### src/rtl/cyc_irq_pkg.sv
package cyc_irq_pkg;

    typedef enum logic [1:0] {
        ST_IDLE  = 2'd0,
        ST_ARMED = 2'd1,
        ST_FIRED = 2'd2
    } tmr_state_e;

    typedef enum logic [1:0] {
        SPAN_FULL = 2'd0,
        SPAN_HI4  = 2'd1,
        SPAN_HI8  = 2'd2,
        SPAN_HI12 = 2'd3
    } span_e;

    // mode code -> watched span: 0 full, 1 top nibble, 2-3 top byte, 4-7 top 12 bits
    function automatic span_e mode_to_span(input logic [2:0] mode);
        span_e s;
        unique case (mode)
            3'd0:         s = SPAN_FULL;
            3'd1:         s = SPAN_HI4;
            3'd2, 3'd3:   s = SPAN_HI8;
            default:      s = SPAN_HI12;
        endcase
        return s;
    endfunction

endpackage

### src/rtl/cyc_irq_decode.sv
module cyc_irq_decode #(
    parameter int          ADDR_W      = 16,
    parameter int          NIBS        = 4,
    parameter logic [15:0] LATCH_BASE  = 16'hE000,
    parameter logic [15:0] RELOAD_ADDR = 16'hF000,
    parameter logic [15:0] CTRL_ADDR   = 16'hF001
) (
    input  logic              wr_en,
    input  logic [ADDR_W-1:0] wr_addr,
    output logic [NIBS-1:0]   nib_we,
    output logic              reload_we,
    output logic              ctrl_we
);

    for (genvar g = 0; g < NIBS; g++) begin : g_nib
        localparam logic [ADDR_W-1:0] NIB_ADDR = ADDR_W'(LATCH_BASE) + ADDR_W'(g);
        assign nib_we[g] = wr_en && (wr_addr == NIB_ADDR);
    end

    assign reload_we = wr_en && (wr_addr == ADDR_W'(RELOAD_ADDR));
    assign ctrl_we   = wr_en && (wr_addr == ADDR_W'(CTRL_ADDR));

endmodule

### src/rtl/cyc_irq_latch.sv
module cyc_irq_latch #(
    parameter int NIB_W = 4,
    parameter int NIBS  = 4,
    localparam int VAL_W = NIB_W * NIBS
) (
    input  logic             clk,
    input  logic             rst_n,
    input  logic [NIBS-1:0]  nib_we,
    input  logic [NIB_W-1:0] nib_data,
    output logic [VAL_W-1:0] value
);

    for (genvar g = 0; g < NIBS; g++) begin : g_slice
        logic [NIB_W-1:0] slice_q;
        always_ff @(posedge clk or negedge rst_n) begin
            if (!rst_n) begin
                slice_q <= '1;
            end else if (nib_we[g]) begin
                slice_q <= nib_data;
            end
        end
        assign value[g*NIB_W +: NIB_W] = slice_q;
    end

endmodule

### src/rtl/cyc_irq_count.sv
module cyc_irq_count
    import cyc_irq_pkg::*;
#(
    parameter int CNT_W  = 16,
    parameter int LOW_A  = 12,
    parameter int LOW_B  = 8,
    parameter int LOW_C  = 4
) (
    input  logic             clk,
    input  logic             rst_n,
    input  logic             load,
    input  logic [CNT_W-1:0] load_val,
    input  logic             step,
    input  span_e            span,
    output logic [CNT_W-1:0] count,
    output logic             fire
);

    localparam logic [CNT_W-1:0] ONES   = '1;
    localparam logic [CNT_W-1:0] MASK_A = ONES << LOW_A;
    localparam logic [CNT_W-1:0] MASK_B = ONES << LOW_B;
    localparam logic [CNT_W-1:0] MASK_C = ONES << LOW_C;

    logic [CNT_W-1:0] count_q;
    logic [CNT_W-1:0] count_dec;
    logic             nonzero;
    logic             hit;

    assign nonzero   = (count_q != '0);
    assign count_dec = count_q - 1'b1;

    always_comb begin
        unique case (span)
            SPAN_FULL: hit = (count_dec == '0);
            SPAN_HI4:  hit = ((count_dec ^ count_q) & MASK_A) != '0;
            SPAN_HI8:  hit = ((count_dec ^ count_q) & MASK_B) != '0;
            SPAN_HI12: hit = ((count_dec ^ count_q) & MASK_C) != '0;
            default:   hit = 1'b0;
        endcase
    end

    assign fire = step && nonzero && hit;

    always_ff @(posedge clk or negedge rst_n) begin
        if (!rst_n) begin
            count_q <= '1;
        end else if (load) begin
            count_q <= load_val;
        end else if (fire) begin
            count_q <= '0;
        end else if (step && nonzero) begin
            count_q <= count_dec;
        end
    end

    assign count = count_q;

endmodule

### src/rtl/cyc_irq_ctrl.sv
module cyc_irq_ctrl
    import cyc_irq_pkg::*;
#(
    parameter int MODE_W = 3
) (
    input  logic              clk,
    input  logic              rst_n,
    input  logic              ctrl_we,
    input  logic              ctrl_arm,
    input  logic [MODE_W-1:0] ctrl_mode,
    input  logic              fire,
    output logic [MODE_W-1:0] mode,
    output logic              armed,
    output logic              irq
);

    tmr_state_e state_q;
    tmr_state_e state_d;
    logic [MODE_W-1:0] mode_q;

    always_comb begin
        state_d = state_q;
        unique case (state_q)
            ST_IDLE: begin
                if (ctrl_we && ctrl_arm) state_d = ST_ARMED;          // arm
            end
            ST_ARMED: begin
                if (ctrl_we)   state_d = ctrl_arm ? ST_ARMED : ST_IDLE; // disarm
                else if (fire) state_d = ST_FIRED;                      // expire
            end
            ST_FIRED: begin
                if (ctrl_we) state_d = ctrl_arm ? ST_ARMED : ST_IDLE;   // ack_arm / ack_idle
            end
            default: state_d = ST_IDLE;
        endcase
    end

    always_ff @(posedge clk or negedge rst_n) begin
        if (!rst_n) begin
            state_q <= ST_IDLE;
            mode_q  <= '0;
        end else begin
            state_q <= state_d;
            if (ctrl_we) mode_q <= ctrl_mode;
        end
    end

    always_comb begin
        armed = 1'b0;
        irq   = 1'b0;
        unique case (state_q)
            ST_IDLE:  ;
            ST_ARMED: armed = 1'b1;
            ST_FIRED: irq   = 1'b1;
            default:  ;
        endcase
    end

    assign mode = mode_q;

endmodule

### src/rtl/cyc_irq_timer.sv
module cyc_irq_timer
    import cyc_irq_pkg::*;
#(
    parameter int          ADDR_W      = 16,
    parameter int          DATA_W      = 8,
    parameter int          NIB_W       = 4,
    parameter int          NIBS        = 4,
    parameter int          MODE_W      = 3,
    parameter logic [15:0] LATCH_BASE  = 16'hE000,
    parameter logic [15:0] RELOAD_ADDR = 16'hF000,
    parameter logic [15:0] CTRL_ADDR   = 16'hF001
) (
    input  logic              clk,
    input  logic              rst_n,
    input  logic              cpu_tick,
    input  logic              wr_en,
    input  logic [ADDR_W-1:0] wr_addr,
    input  logic [DATA_W-1:0] wr_data,
    output logic              irq
);

    localparam int CNT_W = NIB_W * NIBS;

    logic [NIBS-1:0]   nib_we;
    logic              reload_we;
    logic              ctrl_we;
    logic [CNT_W-1:0]  lat_q;
    logic [CNT_W-1:0]  cnt_q;
    logic [MODE_W-1:0] mode;
    logic              armed;
    logic              fire;
    logic              step;
    logic              unused_data;

    assign unused_data = ^wr_data[DATA_W-1:MODE_W+1];

    cyc_irq_decode #(
        .ADDR_W(ADDR_W), .NIBS(NIBS), .LATCH_BASE(LATCH_BASE),
        .RELOAD_ADDR(RELOAD_ADDR), .CTRL_ADDR(CTRL_ADDR)
    ) decode_i (
        .wr_en(wr_en), .wr_addr(wr_addr),
        .nib_we(nib_we), .reload_we(reload_we), .ctrl_we(ctrl_we)
    );

    cyc_irq_latch #(.NIB_W(NIB_W), .NIBS(NIBS)) latch_i (
        .clk(clk), .rst_n(rst_n), .nib_we(nib_we),
        .nib_data(wr_data[NIB_W-1:0]), .value(lat_q)
    );

    // a reload or control write wins over the cycle strobe
    assign step = armed && cpu_tick && !reload_we && !ctrl_we;

    cyc_irq_count #(.CNT_W(CNT_W), .LOW_A(CNT_W-4), .LOW_B(CNT_W-8), .LOW_C(CNT_W-12)) count_i (
        .clk(clk), .rst_n(rst_n), .load(reload_we), .load_val(lat_q),
        .step(step), .span(mode_to_span(mode)), .count(cnt_q), .fire(fire)
    );

    cyc_irq_ctrl #(.MODE_W(MODE_W)) ctrl_i (
        .clk(clk), .rst_n(rst_n), .ctrl_we(ctrl_we), .ctrl_arm(wr_data[0]),
        .ctrl_mode(wr_data[MODE_W:1]), .fire(fire),
        .mode(mode), .armed(armed), .irq(irq)
    );

endmodule

### config.mk
export PLATFORM = sky130hd
export DESIGN_NAME = cyc_irq_timer
export DESIGN_NICKNAME = d
export VERILOG_FILES = /design/src/rtl/cyc_irq_pkg.sv /design/src/rtl/cyc_irq_decode.sv /design/src/rtl/cyc_irq_latch.sv /design/src/rtl/cyc_irq_count.sv /design/src/rtl/cyc_irq_ctrl.sv /design/src/rtl/cyc_irq_timer.sv
export SDC_FILE = /design/constraint.sdc
export NUM_CORES = 1
export LEC_CHECK = 0
export ABC_AREA = 1
export BUFFER_PORTS_ARGS = -buffer_cell sky130_fd_sc_hd__buf_4
export CELL_PAD_IN_SITES_DETAIL_PLACEMENT = 1
export CELL_PAD_IN_SITES_GLOBAL_PLACEMENT = 2
export CORE_AREA = 2 2 85 87
export CTS_BUF_LIST = sky130_fd_sc_hd__clkbuf_8 sky130_fd_sc_hd__clkbuf_16
export DETAILED_ROUTE_END_ITERATION = 16
export DIE_AREA = 0 0 87 89
export GPL_TIMING_DRIVEN = 0
export PLACE_DENSITY = 0.81
export REMOVE_ABC_BUFFERS = 1
export SLEW_MARGIN = 0
export SYNTH_ARGS = -nofsm -noshare
export SYNTH_HDL_FRONTEND = slang
export SYNTH_SLANG_ARGS = --single-unit
### constraint.sdc
create_clock -name clk -period 3.9 [get_ports clk]
set_input_delay 0.78 -clock clk [delete_from_list [all_inputs] [get_ports clk]]
set_output_delay 0.78 -clock clk [all_outputs]
set_load 0.02 [all_outputs]
==> impl_metrics.tcl, run 1 <==
set metrics [dict create \
    cts.htree.levels 2 \
    crit_start "count_i.count[0]$_DFFE_PN1P_" \
    cp-start-kind "register" \
    grtUsageTotal_pct 18.8 \
    yosysWarnings 0 \
    p_leak_uw 0.00130 \
    syn_area_sq_um 2420 \
    yosysSeqAreaShare_pct 39.9 \
    cts_tree "built" \
    die_h_um 89 \
    die-area_sq_um 7740 \
    grt_pass1_wl_um 11200 \
    power_uw 780 \
    cp_max_fo 18 \
    yosysUniqueCellTypes 35 \
    io_buffers 24 \
    clock_skew_ns 0.00660 \
    synth_edf_count 0 \
    antenna_found_initial 0 \
    antenna_cells 0 \
    cts-resized-gates 0 \
    synth_most_common_cell "nand2_1" \
    post_cts_buffers 0 \
    arrival_ns 2.93 \
    first_global_vias 2237 \
    synth_top_area_share_pct 34.7 \
    power_density_nw_per_um2 280 \
    relSlewSlack_pct 34.3 \
    dp.final_hpwl_um 4990 \
    nets 373 \
    reg2reg_slack_ns 1.14 \
    core_sq_um 6720 \
    synth_common_cells "nand2_1 (83), inv_1 (39), dfstp_2 (32), nor2_1 (30)" \
    cts_hold_buf 0 \
    drt_first_pass_iters 4 \
    synth_top_cell_by_area "dfstp_2" \
    die_x_um 87 \
    drt-total-wl_um 6540 \
    worstReg2RegStart "count_i.count[0]$_DFFE_PN1P_" \
    row_count 30 \
    drt_iter0_markers 70 \
    place_congestion 0.843 \
    slew_violations 0 \
    wire_per_inst_um 15.5 \
    synth-async-reset-ratio_pct 100 \
    finalWorstPathRequiredPeriod_ns 2.76 \
    crit_type "register to register" \
    cts_buffers 5 \
    maxCapViolCount 0 \
    drc 0 \
    vias 2169 \
    synth-seq-cells 37 \
    critical_path.endpoint_type "register" \
    start_util_pct 36.0 \
    fin_crit_sh_pct 70.8 \
    clock_latency_ns 0.29 \
    hold_path_class "input port to asynchronous set/reset pin" \
    ir_worst_vdd_uv 130 \
    ant_nets 0 \
    multi_input_area_sq_um 1270 \
    finalInstanceArea_sq_um 2790 \
    area_delta_synth_final_pct 15.4 \
    reg2regPathDepth 12 \
    rsz0062_at_grt "no" \
    syn_avg_cell_area_sq_um 7.68 \
    cts_root_buf "clkbuf_8" \
    ys_top_cells_by_area "dfstp_2 (35%), nand2_1 (13%), inv_1 (6.0%), dfrtp_1 (5.2%), a22oi_1 (5.0%)" \
    crit_required_ns 4.07 \
    grt_max_degree 38 \
    fillerInstances 837 \
    ios 29 \
    status "finished, final reports clean" \
    viasPerCell 5.13 \
    grt_overflow_total 0 \
    place_area_sq_um 2670 \
    fmax_mhz 362 \
    setup_viol 0 \
    clockBufferDepth 2 \
    synth_cells 315 \
    timing.hold.ws_ns 0.455 \
    tightest_slew_ns 0.978 \
    clock_sinks 37 \
    path_clk_slew_ns 0.08 \
    regArea_sq_um 966 \
    utilization_pct 41.5 \
    hold_violations 0 \
    drive_above_1_share_pct 29.4 \
    yosys_most_used_dff "dfstp_2" \
    finalSetupTns_ns 0 \
    reg2reg_to "ctrl_i.state_q[0]$_DFFE_PN0P_" \
]
worst max path at each step:
stage                                         end  cells after the start
floorplan           ctrl_i.state_q[0]$_DFFE_PN0P_                     11
global placement    ctrl_i.state_q[0]$_DFFE_PN0P_                     11
detailed placement  ctrl_i.state_q[0]$_DFFE_PN0P_                     11
CTS                 ctrl_i.state_q[0]$_DFFE_PN0P_                     12
global route        ctrl_i.state_q[0]$_DFFE_PN0P_                     12
finish              ctrl_i.state_q[0]$_DFFE_PN0P_                     12
per-layer routing:
layer / part of all wire, % / global-route usage [%]
met5: 0 / 0
met4: 1.3 / 5.54
met3: 2.3 / 2.49
met2: 47 / 31.5
met1: 50 / 25.5
flip-flops by register name (all words and copies together) (netlist names):
| signal | cells |
|---|---|
| ctrl_i.mode | 3 |
| latch_i.g_slice.slice_q | 16 |
| count_i.count | 16 |
| ctrl_i.state_q | 2 |
placed cells by master, fill, tap and decap left out, drive strengths merged, types with 2 or more instances in the layout:
cell    synthesis  final
buf             4     24
nand2          95     95
nor3            6      6
nand3b          2      2
o21ai          25     25
dfstp          32     32
dfrtp           5      5
nor2           37     37
inv            42     42
ha              3      3
clkbuf          0      6
nand3          32     32
nor4            3      3
a22oi          16     16
nand4           4      4
nor3b           2      2
report_power, final:
group	internal, uW	switching, uW
sequential	385	0.0660
clock	208	147
combinational	17.2	22.3
total	611	170
kinds of logic (layout without fill, tap and decap cells):
group           Yosys count  count (layout)  share of synthesized area (%)
compound gates           45              45                           11.3
fa+ha+maj                 3               3                           1.55
xor+xnor                  2               2                          0.724
flops                    37              37                           39.9
buf+inv                  46              74                           7.70
simple gates            182             182                           38.8
worst max-delay path, cell delays in order, from the launching register on:
cell	delay, ns
dfstp_2	0.56
inv_1	0.10
ha_1	0.21
inv_1	0.07
nor2_1	0.04
nand4_1	0.12
nand2_2	0.09
nor3b_4	0.82
nand2_1	0.15
inv_2	0.10
nand2_4	0.18
nand2_1	0.11
o21ai_1	0.07
cell type report:
cell class,count,area share [%]
Clock buffer,6,2.96
Inverter,42,5.65
Multi-Input combinational cell,232,45.4
Timing Repair Buffer,24,6.45
Sequential cell,37,34.6
Tap cell,80,3.59
Clock inverter,2,1.34
per-stage QoR:
| stage | instances | setup slack, ns |
|---|---|---|
| finish | 423 | 1.14 |
| global route | 423 | 0.874 |
| CTS | 423 | 1.10 |
| detailed placement | 415 | 0.854 |
| global placement | 415 | 0.871 |
| floorplan | 311 | 1.49 |
Power figures use the tool's default switching activity.
==> inputs of run 2 (changes only) <==
CORE_AREA = 2 2 88 90   (was 2 2 85 87)
DIE_AREA = 0 0 90 92   (was 0 0 87 89)
PLACE_DENSITY = 0.76   (was 0.81)
clock period = 2.7 ns   (was 3.9 ns; I/O delays follow)
==> impl_metrics.tcl, run 2 (synthesis gave the netlist of run 1 again) <==
set metrics [dict create \
    wire_per_inst_um 14.8 \
    grtUsageTotal_pct 17.2 \
    cp-start-kind "register" \
    layout_commonest_cell "nand2_1" \
    critical-path-top-delay-family "simple AND/OR/NAND/NOR gates" \
    relSlewSlack_pct 35.7 \
    fin_ws_ns 0.404 \
    drc 0 \
    start_util_pct 32.5 \
    nets 374 \
    ios 29 \
    place_ws_ns -0.129 \
    ant_nets 0 \
    antenna_found_initial 0 \
    rsz0062_at_grt "no" \
    die_x_um 90 \
    clock_latency_ns 0.29 \
    grt_pass1_wl_um 11300 \
    clock_sinks 37 \
    crit_type "register to register" \
    crit_top_cell "nand2_1" \
    cpPeakStageDelay_ns 0.55 \
    dr_wl_met3_um 146 \
    tightest_slew_ns 0.958 \
    cp_cell_sequence "inv_1, ha_1, xnor2_1, nand2_1, nor2_1, nand3_1, nor3_1, nand2_1, nand2_2, nand2_4, nand2_1, o21ai_1" \
    dp.final_hpwl_um 5080 \
    p_leak_uw 0.00130 \
    slew_violations 0 \
    finalInstanceArea_sq_um 2830 \
    clock_skew_ns 0.00427 \
    hold_path_class "input port to asynchronous set/reset pin" \
    critical_path.endpoint_type "register" \
    grt_max_degree 38 \
    viasPerCell 4.81 \
    fin_crit_sh_pct 85.0 \
    worstReg2RegStart "count_i.count[0]$_DFFE_PN1P_" \
    highest_layer "met4" \
    row_count 32 \
    io_buffers 24 \
    finalWorstPathRequiredPeriod_ns 2.30 \
    fmax_mhz 436 \
    drt-total-wl_um 6580 \
    cts_buffers 5 \
    drt_first_pass_iters 4 \
    setup_viol 0 \
    arrival_ns 2.48 \
    drive_above_1_share_pct 29.7 \
    status "finished, final reports clean" \
    maxCapViolCount 0 \
    critical_path_depth 12 \
    worst-path-buf-inv 1 \
    reg2reg_slack_ns 0.40 \
    place_congestion 0.842 \
    first_global_vias 2262 \
    fillerInstances 948 \
    post_cts_buffers 1 \
    reg2regPathDepth 12 \
    path_clk_slew_ns 0.08 \
    ir_worst_vdd_uv 174 \
    area_delta_synth_final_pct 16.8 \
    hold_violations 0 \
    worst_path_max_delay_cell "dfstp_2" \
    cts.htree.levels 2 \
    vias 2145 \
    power_density_nw_per_um2 397 \
    antenna_cells 0 \
    place_area_sq_um 2700 \
    routed-wl-met2_um 3230 \
    mostFrequentLayoutCells "nand2_1 (83), inv_1 (39), dfstp_2 (32), nor2_1 (30), buf_4 (25)" \
    cp_max_fo 18 \
    power_uw 1120 \
    cts_tree "built" \
    timing.hold.ws_ns 0.225 \
    cts_root_buf "clkbuf_8" \
    clockBufferDepth 2 \
    crit_required_ns 2.88 \
    die-area_sq_um 8280 \
    reg2reg_to "ctrl_i.state_q[0]$_DFFE_PN0P_" \
    cts-resized-gates 0 \
    routedLengthMet1_um 3120 \
    core_sq_um 7450 \
    grt_overflow_total 0 \
    drt_iter0_markers 75 \
    cts_hold_buf 0 \
    finalSetupTns_ns 0 \
    die_h_um 92 \
]
run 2: final cells by class:
cell class | count | area [sq um] | share of cell area (%)
Multi-Input combinational cell | 232 | 1270 | 44.8
Timing Repair Buffer | 25 | 188 | 6.64
Clock inverter | 2 | 37.5 | 1.33
Inverter | 42 | 158 | 5.58
Sequential cell | 37 | 966 | 34.2
Clock buffer | 6 | 82.6 | 2.92
Tap cell | 102 | 128 | 4.52
run 2: how the worst max path moves through the flow:
stage / start / end / slack, ns
CTS: count_i.count[0]$_DFFE_PN1P_ / ctrl_i.state_q[0]$_DFFE_PN0P_ / 0.36
global placement: wr_en / ctrl_i.state_q[0]$_DFFE_PN0P_ / -0.07
global route: count_i.count[0]$_DFFE_PN1P_ / ctrl_i.state_q[0]$_DFFE_PN0P_ / 0.15
detailed placement: wr_en / ctrl_i.state_q[0]$_DFFE_PN0P_ / -0.13
floorplan: count_i.count[0]$_DFFE_PN1P_ / ctrl_i.state_q[0]$_DFFE_PN0P_ / 0.51
finish: count_i.count[0]$_DFFE_PN1P_ / ctrl_i.state_q[0]$_DFFE_PN0P_ / 0.40
run 2: metrics by stage:
| stage | util, % | std cells |
|---|---|---|
| 2_1_floorplan | - | 311 |
| 3_3_place_gp | 36.2 | 437 |
| 3_5_place_dp | 36.2 | 437 |
| 4_1_cts | 38.0 | 446 |
| 5_1_grt | 38.0 | 446 |
| 6_report | 38.0 | 446 |
run 2: worst reg2reg max path: stages (launching register included):
cell and delay, ns:
dfstp_2 0.55, inv_1 0.10, ha_1 0.29, xnor2_1 0.21, nand2_1 0.08, nor2_1 0.13, nand3_1 0.12, nor3_1 0.19
nand2_1 0.10, nand2_2 0.08, nand2_4 0.18, nand2_1 0.11, o21ai_1 0.06
run 2: layer usage:
| metal | up-vias | track usage [%] |
|---|---|---|
| met2 | 34 | 30.0 |
| met3 | 6 | 1.81 |
| met5 | - | 0 |
| met4 | 0 | 5.13 |
| met1 | 1020 | 22.4 |
| li1 | 1085 | - |
run 2: power by group:
part,switching [uW],total [uW],leakage [uW],internal [uW]
Clock,209,509,0.0000574,301
Combinational,32.1,56.9,0.000844,24.8
Sequential,0.0962,557,0.000400,557
